## src/rtl/frac_div_pkg.sv

```systemverilog
package frac_div_pkg;
  localparam int CTRL_W       = 32;
  localparam int DUAL_EN_BIT  = 28;
  localparam int OUT_GATE_BIT = 30;
  localparam int IN_GATE_BIT  = 31;
  localparam int BYPASS_BIT   = 24;

  // strobes from control to datapath
  typedef struct packed {
    logic clear;      // input gate closed: hold counters at zero
    logic bypass;     // one output period per reference cycle
    logic useSecond;  // select the second divisor
    logic outEnable;  // output gate open (and input gate open)
  } dpCtrl_t;
endpackage

```

## src/rtl/frac_div_ctrl.sv

```systemverilog
module frac_div_ctrl
  import frac_div_pkg::*;
#(
  parameter int FIELD_W = 12
) (
  input  logic              clk,
  input  logic              rst_n,
  input  logic [CTRL_W-1:0] ctrlWord0,
  input  logic [CTRL_W-1:0] ctrlWord1,
  input  logic              periodEnd,
  output dpCtrl_t           dpCtrl,
  output logic [FIELD_W-1:0] n1Field,
  output logic [FIELD_W-1:0] n2Field
);
  localparam int LO_LSB = 0;
  localparam int HI_LSB = FIELD_W;

  logic [FIELD_W-1:0] m1Field, m2Field, repLimit, repCnt;
  logic secondPhase, inGate, outGate, dualEn, bypassEn;

  always_comb begin
    n1Field  = ctrlWord0[LO_LSB +: FIELD_W];
    n2Field  = ctrlWord0[HI_LSB +: FIELD_W];
    m1Field  = ctrlWord1[LO_LSB +: FIELD_W];
    m2Field  = ctrlWord1[HI_LSB +: FIELD_W];
    inGate   = ctrlWord0[IN_GATE_BIT];
    outGate  = ctrlWord0[OUT_GATE_BIT];
    dualEn   = ctrlWord0[DUAL_EN_BIT];
    bypassEn = ctrlWord1[BYPASS_BIT];
    repLimit = secondPhase ? m2Field : m1Field;
  end

  always_ff @(posedge clk or negedge rst_n) begin
    if (!rst_n) begin
      repCnt      <= '0;
      secondPhase <= 1'b0;
    end else if (!inGate || bypassEn || !dualEn) begin
      repCnt      <= '0;
      secondPhase <= 1'b0;
    end else if (periodEnd) begin
      if (repCnt >= repLimit) begin
        repCnt      <= '0;
        secondPhase <= ~secondPhase;
      end else begin
        repCnt <= repCnt + 1'b1;
      end
    end
  end

  always_comb begin
    dpCtrl.clear     = ~inGate;
    dpCtrl.bypass    = inGate & bypassEn;
    dpCtrl.useSecond = inGate & dualEn & ~bypassEn & secondPhase;
    dpCtrl.outEnable = inGate & outGate;
  end
endmodule

```

## src/rtl/frac_div_datapath.sv

```systemverilog
module frac_div_datapath
  import frac_div_pkg::*;
#(
  parameter int FIELD_W = 12
) (
  input  logic               clk,
  input  logic               rst_n,
  input  dpCtrl_t            dpCtrl,
  input  logic [FIELD_W-1:0] n1Field,
  input  logic [FIELD_W-1:0] n2Field,
  output logic               periodEnd,
  output logic               divClk,
  output logic               periodStrobe
);
  localparam int EXT_W = FIELD_W + 1;

  logic [FIELD_W-1:0] cycleCnt, activeField;
  logic [EXT_W-1:0]   highLen;

  always_comb begin
    activeField = dpCtrl.useSecond ? n2Field : n1Field;
    // period is field+1 cycles; high for floor(period/2)
    highLen     = ({1'b0, activeField} + EXT_W'(1)) >> 1;
    periodEnd   = dpCtrl.bypass | (~dpCtrl.clear & (cycleCnt >= activeField));
    periodStrobe = dpCtrl.outEnable & periodEnd;
    divClk       = dpCtrl.outEnable & ~dpCtrl.bypass & ({1'b0, cycleCnt} < highLen);
  end

  always_ff @(posedge clk or negedge rst_n) begin
    if (!rst_n)                              cycleCnt <= '0;
    else if (dpCtrl.clear || dpCtrl.bypass)  cycleCnt <= '0;
    else if (periodEnd)                      cycleCnt <= '0;
    else                                     cycleCnt <= cycleCnt + 1'b1;
  end
endmodule

```

## src/rtl/frac_clk_div.sv

```systemverilog
module frac_clk_div
  import frac_div_pkg::*;
#(
  parameter int FIELD_W = 12
) (
  input  logic              clk,
  input  logic              rst_n,
  input  logic [CTRL_W-1:0] ctrlWord0,
  input  logic [CTRL_W-1:0] ctrlWord1,
  output logic              divClk,
  output logic              periodStrobe,
  output logic              usingSecond
);
  dpCtrl_t            dpCtrl;
  logic               periodEnd;
  logic [FIELD_W-1:0] n1Field, n2Field;

  frac_div_ctrl #(.FIELD_W(FIELD_W)) u_ctrl (
    .clk(clk), .rst_n(rst_n), .ctrlWord0(ctrlWord0), .ctrlWord1(ctrlWord1),
    .periodEnd(periodEnd), .dpCtrl(dpCtrl), .n1Field(n1Field), .n2Field(n2Field)
  );

  frac_div_datapath #(.FIELD_W(FIELD_W)) u_dp (
    .clk(clk), .rst_n(rst_n), .dpCtrl(dpCtrl), .n1Field(n1Field), .n2Field(n2Field),
    .periodEnd(periodEnd), .divClk(divClk), .periodStrobe(periodStrobe)
  );

  assign usingSecond = dpCtrl.useSecond;
endmodule

```

## config.mk

```make
export PLATFORM = sky130hd
export DESIGN_NAME = frac_clk_div
export DESIGN_NICKNAME = d
export VERILOG_FILES = /design/src/rtl/frac_div_pkg.sv /design/src/rtl/frac_div_ctrl.sv /design/src/rtl/frac_div_datapath.sv /design/src/rtl/frac_clk_div.sv
export SDC_FILE = /design/constraint.sdc
export NUM_CORES = 1
export LEC_CHECK = 0
export BUFFER_PORTS_ARGS = -buffer_cell sky130_fd_sc_hd__buf_2
export CORE_MARGIN = 1
export CORE_UTILIZATION = 49
export DETAILED_ROUTE_END_ITERATION = 12
export GPL_ROUTABILITY_DRIVEN = 0
export PLACE_DENSITY_LB_ADDON = 0.3
export SLEW_MARGIN = 30
export SYNTH_ARGS = -nofsm -noshare
export SYNTH_HDL_FRONTEND = slang
export SYNTH_SLANG_ARGS = --single-unit
```

## constraint.sdc

```tcl
create_clock -name clk -period 4.04 [get_ports clk]
set_input_delay 0.404 -clock clk [delete_from_list [all_inputs] [get_ports clk]]
set_output_delay 0.404 -clock clk [all_outputs]
set_load 0.005 [all_outputs]
```

==> flow_summary.yaml, run 1 <==
logic_synthesis:
  yosys_most_used_dff: "dfrtp_1"
  synth_cells: 284
  ys_seq_elements: 25
  synth.avg_cell_area_um2: 8.92
  synth_warnings: 0
  syn_area_um2: 2530
  synth_top_area_share: 0.247
  synth_edf_count: 0
  ys_top_cells_by_area: "dfrtp_1 25%, ha_1 19%, mux2i_1 8.3%"
  seq_area_frac_synth: 0.247
  syn_nets: 388
  yosys.cell_types.count: 45
  yosysTopAreaCell: "dfrtp_1"
  ys_async_sr_fraction: 1.00
global_route:
  grt_overflow: 0
  grtUsageTotal: 0.203
  antenna_found_initial: 0
  grt_pass1_vias: 2183
  grt_pass1_wl_um: 8920
  grt_max_degree: 26
floorplanning:
  row_count: 25
  fp.coreArea_um2: 4850
  die-area_um2: 5460
  start_util: 0.523
  die_x_um: 73.9
  io_pins: 69
  die_h_um: 73.9
clock_tree:
  root_buffer: "clkbuf_8"
  post_cts_buffers: 0
  htree_levels: 1
  cts_tree: "done"
  cts_resized: 0
  cts_sinks: 25
  clock_latency_ps: 260
  cts.path.max_buffers: 2
  path_clk_slew_ps: 80
  cts_made_buffers: 3
  holdBufCountCts: 0
timing:
  setup_viol: 0
  worstMarginPinSlew_ps: 565
  fin_skew_ps: 3.13
  fin_crit_sh: 0.910
  maxSlewHeadroom: 0.624
  min_period_ps: 3680
  tns_ps: 0
  maxSlewViolCount: 0
  fmax_mhz: 272
  final_hold_viol_count: 0
  rsz0062_at_grt: "false"
worst_setup_path:
  worstSetupStartpoint: "u_ctrl.secondPhase"
  path_max_fanout: 10
  reg2reg_slack_ps: 730
  worstPathRequired_ps: 3640
  end_kind: "output pin"
  worstRegToRegCells: 11
  startpoint_type: "register"
  rr_startpoint: "u_ctrl.secondPhase"
  rr_endpoint: "u_ctrl.repCnt[3]"
  crit_type: "register to output pin"
  cp.arrival_ps: 3270
cells_and_area:
  area_growth_pct: 16.0
  nets: 447
  antenna_cells: 0
  post-route-cell-area_um2: 2940
  final_cell_mix: "56 x buf_2, 38 x ha_1, 27 x nor2_1"
  final_common_cell: "buf_2"
  layout-drive-gt1-share: 0.213
place:
  placed_area_um2: 2890
  io_buffers: 56
  dp_hpwl_um: 4430
pwr:
  power_mw: 0.520
  ir_drop_uv: 88.4
  p_leak_nw: 1.62
  pwr_density_cell_nw_per_um2: 177
routing:
  drc_errors: 0
  drt_iter0_markers: 72
  ant_nets: 0
  first_pass_iters: 4
  post_drt_wl_per_cell_um: 13.2
  wirelength_um: 5410
  via_per_inst: 5.64
  routed-via-count: 2307
run:
  maxCapViolCount: 0
min_path:
  min_path_type: "input pin to async pin"
outcome:
  status: "completed"
[metrics by stage]
step                      utilization  setup WS, ps  instances  hold WS (ps)
after floorplan                     -           535        284           108
after CTS                       0.606           383        409           137
after global routing            0.606           122        409           170
after global placement          0.597           502        405           430
final                           0.606           363        409           125
after detailed placement        0.597           464        405           427
[cell usage after synthesis, types with 2 or more instances]
cell type,n
a2111oi_0,2
a211oi_1,2
a21o_1,9
a21oi_1,6
a22o_1,8
and3_1,9
and4_1,2
buf_2,3
dfrtp_1,25
ha_1,38
inv_1,10
mux2_2,5
mux2i_1,21
nand2_1,22
nand2b_1,3
nand3_1,15
nand4_1,6
nor2_1,27
nor2b_1,5
nor3_1,4
nor3b_1,2
o21a_1,2
o21ai_0,21
xnor2_1,3
xor2_1,14
[layout make-up]
cell class / instances / area (µm²)
Fill cell: 426 / 1910
Multi-Input combinational cell: 243 / 1840
Sequential cell: 25 / 626
Timing Repair Buffer: 60 / 310
Tap cell: 67 / 83.8
Clock buffer: 4 / 45.0
Inverter: 10 / 37.5
[state kept, by name, summed over array words and instances (netlist names)]
| register | count |
|---|---|
| u_ctrl.repCnt | 12 |
| u_ctrl.secondPhase | 1 |
| u_dp.cycleCnt | 12 |
[report_power, final]
part,internal (mW),switching [mW]
Sequential,0.252,0.00333
Combinational,0.0579,0.0634
Clock,0.0703,0.0734
[kinds of logic after synthesis]
family | share of synthesized area
flops | 0.247
compound gates | 0.170
xor+xnor | 0.0588
simple gates | 0.203
fa+ha+maj | 0.188
mux | 0.105
buf+inv | 0.0281
[how the worst max path moves through the flow]
stage / end / slack [ps] / cells after the start
after floorplan: divClk / 530 / 17
final: divClk / 360 / 16
after global placement: divClk / 500 / 17
after global routing: divClk / 120 / 16
after CTS: divClk / 380 / 16
after detailed placement: divClk / 460 / 17
[layer usage]
metal	vias up	wire length, µm	global-route usage
li1	1170	-	-
met1	1065	2470	0.237
met2	68	2730	0.403
met3	4	169	0.00549
met4	0	40	0.0513
met5	-	0	0
[worst max-delay path, cell delays in order, from the launching register on]
cell      delay, ps
dfrtp_1         390
nand4b_1        120
buf_4           190
inv_1            80
nand2_1          70
nand2_1          90
ha_1            240
o21ai_0         170
nand2b_1        240
nand2_1          80
ha_1            290
a21o_1          160
a21o_1          170
a211oi_1        240
o221ai_1        180
a31oi_1         180
buf_2           130
(Power assumes the default switching activity.)
==> run 2: changes to the inputs <==
CORE_ASPECT_RATIO = 1.75   (was default)
==> run 2 against run 1 <==
Final cell count fell by 3.2%. Non-clock buffer count is the same. Setup slack worse by 41 ps. Clock-buffer cell count decreased by 1. Sequential power about the same. Critical path depth stayed put. Largest cell class unchanged. Via count increased by 1.3%.
==> flow_summary.yaml, run 2 (synthesized netlist as in run 1, its figures left out) <==
routing:
  via_per_inst: 5.90
  first_pass_iters: 4
  ant_nets: 0
  routed-via-count: 2338
  met1Wirelength_um: 2130
  met2_length_um: 3240
  drc_errors: 0
  wirelength_um: 5790
  post_drt_wl_per_cell_um: 14.6
  top_layer_used: "met4"
  routed-wl-met3_um: 159
  drt_iter0_markers: 60
cells_and_area:
  nets: 447
  area_growth_pct: 16.0
  largest_registers: "u_ctrl.repCnt x12, u_dp.cycleCnt x12, u_ctrl.secondPhase x1"
  fillCellCount: 444
  final_common_cell: "buf_2"
  layout-drive-gt1-share: 0.216
  final_cell_mix: "56 x buf_2, 38 x ha_1, 27 x nor2_1"
  utilization: 0.590
  antenna_cells: 0
pwr:
  swShare: 0.279
  p_clk_frac: 0.284
  switching_power_mw: 0.147
  pwr_density_cell_nw_per_um2: 179
  p_seq_frac: 0.485
  ir_drop_uv: 162
  p_comb_frac: 0.231
  p_leak_nw: 1.62
  internal_power_mw: 0.380
  power_mw: 0.527
worst_setup_path:
  crit_path_frequent_cell: "nand2_1"
  path_max_fanout: 7
  cp_slowest_stage_delay_ps: 390
  critPathBufInv: 3
  worstPathRequired_ps: 3640
  critical_path.top_delay_family: "compound AO/OA/AOI/OAI gates"
  cp_slowest_cell: "dfrtp_1"
  crit_type: "register to output pin"
  end_kind: "output pin"
  cp.arrival_ps: 3310
  path_cells: "nand4b_1, buf_4, inv_1, nand2_1, nand2_1, ha_1, o21ai_0, nand2b_1, nand2_1, ha_1, a21o_1, a21o_1, a211oi_1, o221ai_1, a31oi_1, buf_2"
  startpoint_type: "register"
floorplanning:
  die_x_um: 56.4
  die_h_um: 97.1
  start_util: 0.509
  io_pins: 69
  fp.coreArea_um2: 4980
  die-area_um2: 5470
  row_count: 34
outcome:
  status: "completed"
timing:
  worstMarginPinSlew_ps: 576
  fin_skew_ps: 6.36
  fmax_mhz: 269
  rsz0062_at_grt: "false"
  final_hold_viol_count: 0
  setup_slack_ps: 322
  setup_viol: 0
  maxSlewViolCount: 0
  maxSlewHeadroom: 0.616
  min_period_ps: 3720
  fin_crit_sh: 0.920
  tns_ps: 0
global_route:
  grtUsageTotal: 0.229
  grt_pass1_vias: 2382
  grt_pass1_wl_um: 10100
  grt_max_degree: 26
  grt_overflow: 0
  antenna_found_initial: 0
place:
  dpl_worst_slack_ps: 165
  io_buffers: 56
  dp_hpwl_um: 4780
clock_tree:
  clock_latency_ps: 270
  htree_levels: 1
  cts_sinks: 25
  root_buffer: "clkbuf_8"
  cts.path.max_buffers: 2
  holdBufCountCts: 0
  cts_made_buffers: 3
  post_cts_buffers: 0
  cts_resized: 0
  path_clk_slew_ps: 90
  cts_tree: "done"
min_path:
  min_path_type: "input pin to async pin"
run:
  maxCapViolCount: 0
==> run 2: changes by cell type in the layout (fill, tap and decap cells not counted) <==
cell / delta
clkinvlp_4: +1
buf_12: +1
buf_4: -1
clkbuf_1: -1
==> run 2: worst paths after layout <==
check,endpoint,slack [ps],depth (start not counted),from
worst max-delay path,divClk,320,16,u_ctrl.secondPhase
worst min-delay path,u_dp.cycleCnt[3],130,1,rst_n
worst max register to register,u_dp.cycleCnt[2],680,11,u_ctrl.secondPhase
worst min register to register,u_ctrl.repCnt[11],550,1,u_ctrl.repCnt[11]
max in group asynchronous,u_ctrl.repCnt[4],3540,1,rst_n
min in group clk,u_ctrl.repCnt[11],550,1,u_ctrl.repCnt[11]
==> run 2: per-layer routing <==
layer	global-route usage	vias to the layer above
met5	0	-
met4	0.139	0
met3	0.0173	18
met2	0.442	60
met1	0.228	1090
li1	-	1170
==> run 2: cell type report <==
class,count,area [µm²],area share
Inverter,10,37.5,0.0128
Timing Repair Buffer,60,323,0.110
Multi-Input combinational cell,243,1840,0.625
Sequential cell,25,626,0.213
Clock inverter,1,7.51,0.00255
Clock buffer,3,41.3,0.0140
Tap cell,54,67.6,0.0230
==> run 2: power by group through the flow <==
stage	Sequential [mW]	Combinational [mW]	Clock, mW
after global routing	0.256	0.140	0.165
final	0.256	0.122	0.150
after floorplan	0.259	0.0718	0
after CTS	0.256	0.124	0.156
after detailed placement	0.261	0.123	0
after global placement	0.261	0.119	0
==> run 2: stage by stage <==
stage / hold slack [ps] / instance area, µm² / std cells
after detailed placement: 438 / 2880 / 391
after CTS: 144 / 2930 / 395
final: 126 / 2940 / 396
after floorplan: 108 / 2530 / 284
after global routing: 173 / 2940 / 396
after global placement: 434 / 2880 / 391
==> run 3: changes to the inputs <==
==> constraint.sdc (replaced) <==
create_clock -name clk -period 4.17 [get_ports clk]
set_input_delay 0.417 -clock clk [delete_from_list [all_inputs] [get_ports clk]]
set_output_delay 0.417 -clock clk [all_outputs]
set_load 0.02 [all_outputs]
==> run 3 against run 2 <==
Register-to-register slack improved by 150 ps. Total power is 3.3% lower. Clock-buffer cell count stayed put. Utilization stayed put. Design area did not move. Critical path type unchanged.
==> flow_summary.yaml, run 3 (synthesized netlist as in run 1, its figures left out) <==
outcome:
  status: "completed"
timing:
  worstMarginPinSlew_ps: 573
  final_hold_viol_count: 0
  tns_ps: 0
  rsz0062_at_grt: "false"
  maxSlewViolCount: 0
  fin_crit_sh: 0.907
  setup_viol: 0
  min_period_ps: 3780
  fin_skew_ps: 12.7
  fmax_mhz: 264
  maxSlewHeadroom: 0.618
clock_tree:
  cts.path.max_buffers: 2
  htree_levels: 1
  cts_resized: 0
  holdBufCountCts: 0
  post_cts_buffers: 0
  cts_sinks: 25
  cts_tree: "done"
  cts_made_buffers: 3
  root_buffer: "clkbuf_8"
  clock_latency_ps: 270
  path_clk_slew_ps: 90
global_route:
  grt_max_degree: 26
  grt_pass1_vias: 2370
  grt_overflow: 0
  antenna_found_initial: 0
  grt_pass1_wl_um: 9950
  grtUsageTotal: 0.223
cells_and_area:
  post-route-cell-area_um2: 2940
  antenna_cells: 0
  layout-drive-gt1-share: 0.221
  final_common_cell: "buf_2"
  final_cell_mix: "56 x buf_2, 38 x ha_1, 27 x nor2_1"
  area_growth_pct: 16.0
  fillCellCount: 480
  largest_registers: "u_ctrl.repCnt x12, u_dp.cycleCnt x12, u_ctrl.secondPhase x1"
  regArea_um2: 626
  multi_input_area_um2: 1840
  nets: 449
  instances_no_fill: 398
worst_setup_path:
  rr_endpoint: "u_dp.cycleCnt[3]"
  cp.arrival_ps: 3370
  end_kind: "output pin"
  path_max_fanout: 6
  path_cells: "nand4b_1, buf_4, buf_4, nand2_1, nand2_1, ha_1, o21ai_0, nand2b_1, nand2_1, ha_1, a21o_1, a21o_1, a211oi_1, o221ai_1, a31oi_1, buf_2"
  crit_path_frequent_cell: "nand2_1"
  rr_startpoint: "u_ctrl.secondPhase"
  worstRegToRegCells: 11
  cp_slowest_stage_delay_ps: 360
  cp_slowest_cell: "dfrtp_1"
  crit_type: "register to output pin"
  startpoint_type: "register"
  worstPathRequired_ps: 3750
  reg2reg_slack_ps: 830
place:
  io_buffers: 56
  placed_cells: 392
  dp_hpwl_um: 4710
  placed_area_um2: 2880
pwr:
  p_leak_nw: 1.63
  p_seq_frac: 0.485
  switching_power_mw: 0.142
  ir_drop_uv: 183
  p_clk_frac: 0.281
  internal_power_mw: 0.367
  swShare: 0.279
  p_comb_frac: 0.233
  pwr_density_cell_nw_per_um2: 173
  power_mw: 0.510
routing:
  wirelength_um: 5700
  via_per_inst: 5.79
  first_pass_iters: 4
  routed-via-count: 2303
  ant_nets: 0
  drt_iter0_markers: 64
  post_drt_wl_per_cell_um: 14.3
  drc_errors: 0
min_path:
  min_path_type: "input pin to async pin"
floorplanning:
  row_count: 34
  fp.coreArea_um2: 4980
  die_x_um: 56.4
  die_h_um: 97.1
  io_pins: 69
  start_util: 0.509
  die-area_um2: 5470
run:
  maxCapViolCount: 0
run 3: power by group through the flow:
| stage | registers [mW] | clock network, mW | logic (mW) |
|---|---|---|---|
| finish | 0.248 | 0.143 | 0.119 |
| floorplan | 0.251 | 0 | 0.0706 |
| detailed placement | 0.252 | 0 | 0.119 |
| CTS | 0.248 | 0.146 | 0.120 |
| global placement | 0.252 | 0 | 0.116 |
| global route | 0.248 | 0.158 | 0.136 |
run 3: critical path, delay by kind of cell, from the launching register on:
kind                     cells  cell delay, ps
AO/OA/AOI/OAI                6            1130
adder cells (fa/ha/maj)      2             530
buffers and inverters        3             500
AND/OR/NAND/NOR              5             580
flip-flops                   1             360
run 3: worst max path at each step:
| stage | from | end | slack, ps | cells past startpoint |
|---|---|---|---|---|
| floorplan | u_ctrl.secondPhase | divClk | 350 | 17 |
| global placement | ctrlWord1[24] | divClk | 330 | 16 |
| detailed placement | ctrlWord1[24] | periodStrobe | 250 | 11 |
| CTS | u_ctrl.secondPhase | divClk | 210 | 15 |
| global route | u_ctrl.secondPhase | divClk | 130 | 16 |
| finish | u_ctrl.secondPhase | divClk | 390 | 16 |
run 3: per-layer routing:
| layer | vias up | routed length [µm] | GRT usage |
|---|---|---|---|
| li1 | 1173 | - | - |
| met4 | 0 | 135 | 0.0750 |
| met5 | - | 0 | 0 |
| met2 | 53 | 3230 | 0.455 |
| met3 | 15 | 139 | 0.0133 |
| met1 | 1062 | 2190 | 0.227 |
run 3: stage by stage:
| step | setup WS, ps | hold WS [ps] | util |
|---|---|---|---|
| after global routing | 133 | 180 | 0.590 |
| after floorplan | 347 | 121 | - |
| final | 387 | 136 | 0.590 |
| after CTS | 213 | 156 | 0.587 |
| after detailed placement | 254 | 450 | 0.578 |
| after global placement | 334 | 445 | 0.578 |
run 3: final cells by class:
type | instances | share of cell area
Clock inverter | 1 | 0.00170
Sequential cell | 25 | 0.213
Multi-Input combinational cell | 243 | 0.625
Tap cell | 54 | 0.0230
Clock buffer | 3 | 0.0140
Inverter | 10 | 0.0128
Timing Repair Buffer | 62 | 0.111
